--- config.mk ---
export PLATFORM = sky130hd
export DESIGN_NAME = hex_prog_loader
export DESIGN_NICKNAME = d
export VERILOG_FILES = /design/src/rtl/loader_pkg.sv /design/src/rtl/ldr_char_decode.sv /design/src/rtl/ldr_word_accum.sv /design/src/rtl/ldr_ctrl.sv /design/src/rtl/hex_prog_loader.sv
export SDC_FILE = /design/constraint.sdc
export NUM_CORES = 1
export LEC_CHECK = 0
export BUFFER_PORTS_ARGS = -buffer_cell sky130_fd_sc_hd__clkbuf_2
export CAP_MARGIN = 20
export CORE_MARGIN = 2
export CORE_UTILIZATION = 45
export DETAILED_ROUTE_END_ITERATION = 16
export GPL_TIMING_DRIVEN = 0
export PLACE_DENSITY = 0.69
export SLEW_MARGIN = 20
export SYNTH_ARGS = -nofsm -noshare
export SYNTH_HDL_FRONTEND = slang
export SYNTH_SLANG_ARGS = --single-unit
--- constraint.sdc ---
create_clock -name clk -period 4.3 [get_ports clk]
set_clock_uncertainty 0.2 [all_clocks]
set_input_delay 0.645 -clock clk [delete_from_list [all_inputs] [get_ports clk]]
set_output_delay 0.645 -clock clk [all_outputs]
set_load 0.03 [all_outputs]
--- src/rtl/loader_pkg.sv ---
package loader_pkg;
  typedef enum logic [1:0] {
    CH_OTHER = 2'd0,
    CH_HEX   = 2'd1,
    CH_EOL   = 2'd2,
    CH_QUIT  = 2'd3
  } ch_kind_t;

  localparam logic [7:0] CODE_CR   = 8'h0D;
  localparam logic [7:0] CODE_LF   = 8'h0A;
  localparam logic [7:0] CODE_QUIT = 8'h51;
endpackage

--- src/rtl/ldr_char_decode.sv ---
module ldr_char_decode
  import loader_pkg::*;
#(
  parameter bit ACCEPT_LOWER = 1'b1
) (
  input  logic [7:0] ch,
  output ch_kind_t   kind,
  output logic [3:0] nib
);
  logic       is_dec, is_up;
  logic       is_low;
  logic [3:0] low_nib;

  assign is_dec = (ch >= 8'h30) && (ch <= 8'h39);
  assign is_up  = (ch >= 8'h41) && (ch <= 8'h46);

  generate
    if (ACCEPT_LOWER) begin : g_lower
      assign is_low  = (ch >= 8'h61) && (ch <= 8'h66);
      assign low_nib = 4'(ch - 8'h57);
    end else begin : g_upper_only
      assign is_low  = 1'b0;
      assign low_nib = 4'd0;
    end
  endgenerate

  always_comb begin
    kind = CH_OTHER;
    nib  = 4'd0;
    if (is_dec) begin
      kind = CH_HEX;
      nib  = ch[3:0];
    end else if (is_up) begin
      kind = CH_HEX;
      nib  = 4'(ch - 8'h37);
    end else if (is_low) begin
      kind = CH_HEX;
      nib  = low_nib;
    end else if (ch == CODE_CR || ch == CODE_LF) begin
      kind = CH_EOL;
    end else if (ch == CODE_QUIT) begin
      kind = CH_QUIT;
    end
  end
endmodule

--- src/rtl/ldr_word_accum.sv ---
module ldr_word_accum #(
  parameter int WORD_W = 32
) (
  input  logic              clk,
  input  logic              rst_n,
  input  logic              shift_en,
  input  logic              clear,
  input  logic [3:0]        nib,
  output logic [WORD_W-1:0] word,
  output logic              have_digit
);
  always_ff @(posedge clk or negedge rst_n) begin
    if (!rst_n) begin
      word       <= '0;
      have_digit <= 1'b0;
    end else if (clear) begin
      word       <= '0;
      have_digit <= 1'b0;
    end else if (shift_en) begin
      word       <= {word[WORD_W-5:0], nib};
      have_digit <= 1'b1;
    end
  end
endmodule

--- src/rtl/ldr_ctrl.sv ---
module ldr_ctrl
  import loader_pkg::*;
#(
  parameter int WORD_W = 32,
  parameter int DEPTH  = 8192,
  parameter int LED_W  = 16,
  localparam int ADDR_W = $clog2(DEPTH)
) (
  input  logic              clk,
  input  logic              rst_n,
  input  logic              mode_btn,
  input  logic              rx_valid,
  output logic              rx_ready,
  input  ch_kind_t          kind,
  input  logic [WORD_W-1:0] word,
  input  logic              have_digit,
  output logic              shift_en,
  output logic              clear,
  output logic              wr_valid,
  input  logic              wr_ready,
  output logic [ADDR_W-1:0] wr_addr,
  output logic [WORD_W-1:0] wr_data,
  output logic              active,
  output logic [LED_W-1:0]  count
);
  localparam logic [ADDR_W-1:0] LAST_ADDR = ADDR_W'(DEPTH - 1);

  logic              first_cyc;
  logic [ADDR_W-1:0] next_addr;
  logic              take, commit;

  assign rx_ready = !wr_valid;
  assign take     = rx_valid && rx_ready && active;
  assign shift_en = take && (kind == CH_HEX);
  assign clear    = take && (kind == CH_EOL);
  assign commit   = clear && have_digit;

  always_ff @(posedge clk or negedge rst_n) begin
    if (!rst_n) begin
      first_cyc <= 1'b1;
      active    <= 1'b0;
      next_addr <= '0;
      count     <= '0;
      wr_valid  <= 1'b0;
      wr_addr   <= '0;
      wr_data   <= '0;
    end else begin
      first_cyc <= 1'b0;
      if (first_cyc) active <= mode_btn;
      else if (take && kind == CH_QUIT) active <= 1'b0;

      if (wr_valid && wr_ready) wr_valid <= 1'b0;
      if (commit) begin
        wr_valid  <= 1'b1;
        wr_addr   <= next_addr;
        wr_data   <= word;
        next_addr <= (next_addr == LAST_ADDR) ? '0 : next_addr + 1'b1;
        count     <= count + 1'b1;
      end
    end
  end
endmodule

--- src/rtl/hex_prog_loader.sv ---
module hex_prog_loader
  import loader_pkg::*;
#(
  parameter int WORD_W = 32,
  parameter int DEPTH  = 8192,
  parameter int LED_W  = 16,
  localparam int ADDR_W = $clog2(DEPTH)
) (
  input  logic              clk,
  input  logic              rst_n,
  input  logic              mode_btn,
  input  logic [7:0]        rx_data,
  input  logic              rx_valid,
  output logic              rx_ready,
  output logic              wr_valid,
  input  logic              wr_ready,
  output logic [ADDR_W-1:0] wr_addr,
  output logic [WORD_W-1:0] wr_data,
  output logic              cpu_hold,
  output logic              loader_active,
  output logic              led_sel,
  output logic [LED_W-1:0]  led_count
);
  ch_kind_t          kind;
  logic [3:0]        nib;
  logic [WORD_W-1:0] word;
  logic              have_digit, shift_en, clear, active;

  ldr_char_decode #(.ACCEPT_LOWER(1'b1)) u_dec (
    .ch(rx_data), .kind(kind), .nib(nib)
  );

  ldr_word_accum #(.WORD_W(WORD_W)) u_acc (
    .clk(clk), .rst_n(rst_n), .shift_en(shift_en), .clear(clear),
    .nib(nib), .word(word), .have_digit(have_digit)
  );

  ldr_ctrl #(.WORD_W(WORD_W), .DEPTH(DEPTH), .LED_W(LED_W)) u_ctrl (
    .clk(clk), .rst_n(rst_n), .mode_btn(mode_btn),
    .rx_valid(rx_valid), .rx_ready(rx_ready),
    .kind(kind), .word(word), .have_digit(have_digit),
    .shift_en(shift_en), .clear(clear),
    .wr_valid(wr_valid), .wr_ready(wr_ready),
    .wr_addr(wr_addr), .wr_data(wr_data),
    .active(active), .count(led_count)
  );

  assign cpu_hold      = active;
  assign loader_active = active;
  assign led_sel       = active;
endmodule

==> flow_summary.toml, run 1 <==
[route]
ant_nets = 0
wl_per_cell_microns = 14.2
vias = 3444
drt-vias-per-instance = 5.16
drt-total-wl_microns = 9490
drc_errors = 0
drtIter0Drc = 196
first_pass_iters = 4

[sta]
setup_viol = 0
finalHoldViolations = 0
slew_headroom = 0.514
maxSlewViolCount = 0
finalSetupTns_ns = 0
tightest_slew_ns = 0.722
finalCritPeriodShare = 0.590
hold_ws_ns = 0.279
grt_setup_unrepaired = "false"
fmax_ghz = 0.394
min_period_ns = 2.54

[power]
p_leak_nw = 2.81
p_clk_frac = 0.317
netSwitchingPower_w = 0.000418
irDropWorstVdd_mv = 0.153
p_per_area_mw_per_mm2 = 323
p_seq_frac = 0.629
finalPower_w = 0.00173
combinationalPowerShare = 0.054
p_sw_frac = 0.242
power.internal_w = 0.00131

[placed_design]
place_inst = 651
place_area_sq_mm = 0.00517
hpwl_microns = 6690
portBuffers = 78
place.gp.congestion = 0.905

[synthesis]
netlist.area_leader.share = 0.596
yosysTopAreaCell = "dfrtp_1"
ys_types = 40
synth_edf_count = 0
synth.avg_cell_area_sq_um = 10.4
synth_area_leaders = "dfrtp_1, nand2_1, a22o_1, xnor2_1, o21ai_0"
netlist_area_sq_mm = 0.00458
yosys_warnings = 0
syn_inst = 439
ys_seq_area_frac = 0.601
ys.flop_type = "dfrtp_1"
ys_ff_latch = 110
async_flop_share = 1.00
syn_nets = 458

[cts]
clock_latency_ns = 0.37
post_cts_resized = 0
cts.sinks = 110
clk_path_buf_depth = 2
cts_tree = "yes"
cts_inserted_buffers = 9
cts_root_buf = "clkbuf_8"
htreeDepth = 3
clk_pin_slew_ns = 0.09

[layout]
antennaDiodeCount = 0
drive_above_1_share = 0.202
syn_to_final_growth_pct = 16.6
final_cells = 667
nNetsFinal = 549
stdcell_area_sq_mm = 0.00534

[global_route]
grt_pass1_vias = 3397
grt_max_degree = 89
grt_pass1_wl_microns = 16400
grt-ovfl-total = 0
grt.total_usage = 0.186
antenna_found_initial = 0

[critical_path]
r2r_setup_slack_ns = 1.93
crit_chain = "clkbuf_2 -> inv_1 -> ha_1 -> nor4bb_1 -> a21oi_1 -> nand3_2 -> clkbuf_1 -> o21ai_0"
critPathKind = "input pin to flip-flop"
end_kind = "flip-flop"
cp_slowest_cell = "clkbuf_1"
cp.arrival_ns = 2.56
worst_setup_path_start_kind = "input pin"
cpPeakStageDelay_ns = 0.40
required_ns = 4.32
path_max_fanout = 10

[floorplanning]
initial_core_util = 0.466
rows = 36
core-area_sq_mm = 0.00982
die_area_sq_mm = 0.0110
io_pins = 79
die_h_microns = 105
dieWidth_microns = 105

[min_path]
hold_class = "flip-flop to flip-flop"

[run_status]
outcome = "finished, final reports clean"

[job]
maxCapViolCount = 0
repair_timing:
item | in CTS | in global routing
setup buffers | 0 | 0
hold buffers | 1 | 0
setup endpoints to repair | 0 | 0
endpoints found under the hold margin | 22 | 0
stage by stage:
step | setup slack, ns | util
CTS | 1.72 | 0.544
detailed placement | 1.39 | 0.527
finish | 1.76 | 0.544
global placement | 0.859 | 0.523
floorplan | 1.85 | -
global route | 1.52 | 0.544
state kept, by name, summed over array words and instances, names as in the netlist:
name              flops
u_acc.have_digit      1
u_acc.word           32
u_ctrl.active         1
u_ctrl.count         16
u_ctrl.first_cyc      1
u_ctrl.next_addr     13
u_ctrl.wr_addr       13
u_ctrl.wr_data       32
u_ctrl.wr_valid       1
critical path: cells and delay by family:
| kind | cells | cell delay (ns) |
|---|---|---|
| AOI/OAI and AO/OA | 2 | 0.43 |
| and+or+nand+nor | 2 | 0.62 |
| adders and majority gates | 1 | 0.25 |
| buffers and inverters | 3 | 0.60 |
cell families after synthesis:
logic type               count (synthesis)  synth area share
AND/OR/NAND/NOR                        205             0.202
flip-flops                             110             0.601
AO/OA/AOI/OAI                           63            0.0992
buffers and inverters                   29            0.0320
XOR/XNOR                                22            0.0421
adder cells (fa/ha/maj)                  6            0.0164
multiplexers                             3           0.00656
other                                    1          0.000819
synthesized netlist by cell type, drive strengths merged, types with 2 or more instances:
cell type,instances
nand2,149
dfrtp,109
a22o,31
o21ai,20
xnor2,19
nand3,13
buf,12
nand4,11
clkbuf,10
inv,7
ha,6
nor2,6
and3,5
and4,4
nor3b,4
a21oi,3
mux2i,3
nor4,3
o31ai,3
xor2,3
nor2b,2
nor3,2
o21a,2
worst paths after layout:
path / from / endpoint / cells after the start
hold / removal: u_ctrl.count[15]$_DFFE_PN0P_ / u_ctrl.count[15]$_DFFE_PN0P_ / 1
min in group asynchronous: rst_n / u_acc.word[28]$_DFFE_PN0P_ / 2
setup reg to reg: u_ctrl.wr_valid$_DFFE_PN0P_ / u_ctrl.next_addr[3]$_DFFE_PN0P_ / 6
setup / recovery: rx_data[1] / u_ctrl.wr_valid$_DFFE_PN0P_ / 8
max in group asynchronous: rst_n / u_ctrl.wr_data[10]$_DFFE_PN0P_ / 3
hold reg to reg: u_ctrl.count[15]$_DFFE_PN0P_ / u_ctrl.count[15]$_DFFE_PN0P_ / 1
power by group through the flow:
stage | clock network (W) | registers [W] | logic, W
floorplan | 0 | 0.00110 | 0.0000467
global placement | 0 | 0.00111 | 0.0000871
detailed placement | 0 | 0.00111 | 0.0000936
CTS | 0.000564 | 0.00109 | 0.0000946
global route | 0.000605 | 0.00109 | 0.000105
finish | 0.000548 | 0.00109 | 0.0000924
layout by cell type, fill, tap and decap left out, types with 4 or more instances in the layout:
master,count
nor3b_1,4
xnor2_1,19
nand3_1,12
clkbuf_2,77
a22o_1,31
nand2_1,149
nor2_1,6
buf_2,6
and3_1,5
ha_1,6
dfrtp_1,109
and4_1,4
buf_4,4
nand4_1,11
clkbuf_1,13
o21ai_0,19
clkbuf_8,10
inv_1,7
routing by layer:
metal	global-route usage	share of wire	up-vias
li1	-	-	1667
met1	0.267	0.49	1674
met2	0.274	0.44	84
met3	0.0374	0.044	19
met4	0.0848	0.025	0
met5	0	0	-
final cells by class:
class	instances	area, sq um
timing repair buffer	80	437
fill	933	4480
clock inverter	3	21.3
buffer	22	120
clock buffer	12	135
sequential	110	2750
multi-input combinational	300	1680
inverter	7	26.3
tap	133	166
Note: power is estimated with default switching activity, not from simulation.
==> run 2: changes to the inputs <==
==> constraint.sdc (replaced) <==
create_clock -name clk -period 2.5 [get_ports clk]
set_clock_uncertainty 0.2 [all_clocks]
set_input_delay 0.375 -clock clk [delete_from_list [all_inputs] [get_ports clk]]
set_output_delay 0.375 -clock clk [all_outputs]
set_load 0.03 [all_outputs]
==> run 2 against run 1 <==
Global-route usage unchanged. Highest routed layer unchanged. First-iteration DRC count down 8.7%. Die area did not move. Via count barely moved. Total power up 72%. Clock-buffer cell count did not move. Sequential cell count unchanged.
==> flow_summary.toml, run 2 (same netlist as run 1, synthesis figures left out) <==
[run_status]
outcome = "finished, final reports clean"

[global_route]
grt_pass1_vias = 3397
grt-ovfl-total = 0
grt.total_usage = 0.186
antenna_found_initial = 0
grt_pass1_wl_microns = 16400
grt_max_degree = 89

[sta]
maxSlewViolCount = 0
min_period_ns = 2.25
hold_ws_ns = 0.0192
finalCritPeriodShare = 0.902
tightest_slew_ns = 0.722
fmax_ghz = 0.444
setup_viol = 0
finalHoldViolations = 0
timing.final.ws_setup_ns = 0.245
slew_headroom = 0.514
grt_setup_unrepaired = "false"

[floorplanning]
core-area_sq_mm = 0.00982
initial_core_util = 0.466
die_h_microns = 105
die_area_sq_mm = 0.0110
dieWidth_microns = 105
rows = 36
io_pins = 79

[cts]
cts_root_buf = "clkbuf_8"
cts_setup_buffers = 0
cts.sinks = 110
htreeDepth = 3
cts_inserted_buffers = 9
clk_pin_slew_ns = 0.09
cts_tree = "yes"
clk_path_buf_depth = 2
clock_latency_ns = 0.37

[placed_design]
hpwl_microns = 6690
dp_slack_ns = -0.141
place.gp.congestion = 0.905
portBuffers = 78

[power]
irDropWorstVdd_mv = 0.260
p_per_area_mw_per_mm2 = 555
p_leak_nw = 2.82

[route]
drc_errors = 0
first_pass_iters = 4
wl_per_cell_microns = 14.2
drt-total-wl_microns = 9520
ant_nets = 0
drt-vias-per-instance = 5.16
vias = 3446
drtIter0Drc = 179

[critical_path]
cp.arrival_ns = 2.28
cp_top_family = "simple AND/OR/NAND/NOR gates"
path_max_fanout = 10
cpPeakStageDelay_ns = 0.45
worst_setup_path_start_kind = "input pin"
crit_chain = "clkbuf_2 -> inv_1 -> ha_1 -> nor4bb_1 -> a21oi_2 -> nand3_2 -> clkbuf_1 -> o21ai_0"
critPathKind = "input pin to flip-flop"
cp_slowest_cell = "nor4bb_1"
end_kind = "flip-flop"
cp_num_buf_inv = 3
required_ns = 2.52

[layout]
syn_to_final_growth_pct = 16.9
nNetsFinal = 550
final_cell_mix = "nand2_1, dfrtp_1, clkbuf_2"
final_core_util = 0.545
antennaDiodeCount = 0
drive_above_1_share = 0.204
largestRegisters = "u_acc.word (32), u_ctrl.wr_data (32), u_ctrl.count (16)"
final_common_cell = "nand2_1"

[min_path]
hold_class = "input pin to flip-flop"

[job]
maxCapViolCount = 0
run 2: cell count changes in the layout (fill, tap and decap cells not counted), sizes merged:
cell,before,now
dlygate4sd3,1,2
run 2: path summary, 6_finish.rpt:
| check | from | end | slack, ns | cells past startpoint |
|---|---|---|---|---|
| max | rx_data[1] | u_ctrl.wr_valid$_DFFE_PN0P_ | 0.25 | 8 |
| min | wr_ready | u_ctrl.wr_valid$_DFFE_PN0P_ | 0.02 | 2 |
| max reg2reg | u_ctrl.wr_valid$_DFFE_PN0P_ | u_ctrl.next_addr[3]$_DFFE_PN0P_ | 0.28 | 6 |
| min reg2reg | u_ctrl.wr_data[22]$_DFFE_PN0P_ | u_ctrl.wr_data[22]$_DFFE_PN0P_ | 0.28 | 2 |
| max in group asynchronous | rst_n | u_ctrl.wr_data[14]$_DFFE_PN0P_ | 1.20 | 3 |
| min in group asynchronous | rst_n | u_acc.word[28]$_DFFE_PN0P_ | 0.23 | 2 |
run 2: power by group:
group | switching [W] | internal, W
registers | 0.0000463 | 0.00182
logic | 0.0000921 | 0.0000687
clock network | 0.000579 | 0.000361
total | 0.000718 | 0.00225
run 2: area by class of cell:
cell class | count | area, sq um
Sequential cell | 110 | 2750
Clock buffer | 12 | 135
Tap cell | 133 | 166
Timing Repair Buffer | 81 | 447
Fill cell | 932 | 4470
Multi-Input combinational cell | 300 | 1680
Clock inverter | 3 | 21.3
Buffer | 22 | 120
Inverter | 7 | 26.3
run 2: what timing repair did:
action                     CTS  global route
resized for setup            0             1
hold endpoints to repair    23             0
hold buffers                 2             0
setup endpoints to repair    0            20
run 2: stage by stage:
step | total power [W] | cells | setup TNS (ns) | area [sq um]
2_1_floorplan | 0.00198 | 439 | 0 | 4580
4_1_cts | 0.00300 | 668 | 0 | 5350
6_report | 0.00297 | 668 | 0 | 5350
3_3_place_gp | 0.00205 | 650 | -74.89 | 5140
3_5_place_dp | 0.00207 | 651 | -5.71 | 5170
5_1_grt | 0.00310 | 668 | 0 | 5350
run 2: metal layers:
metal / track usage / vias up / part of all wire
li1: - / 1667 / -
met1: 0.267 / 1677 / 0.49
met2: 0.274 / 83 / 0.44
met3: 0.0374 / 19 / 0.044
met4: 0.0848 / 0 / 0.025
met5: 0 / - / 0
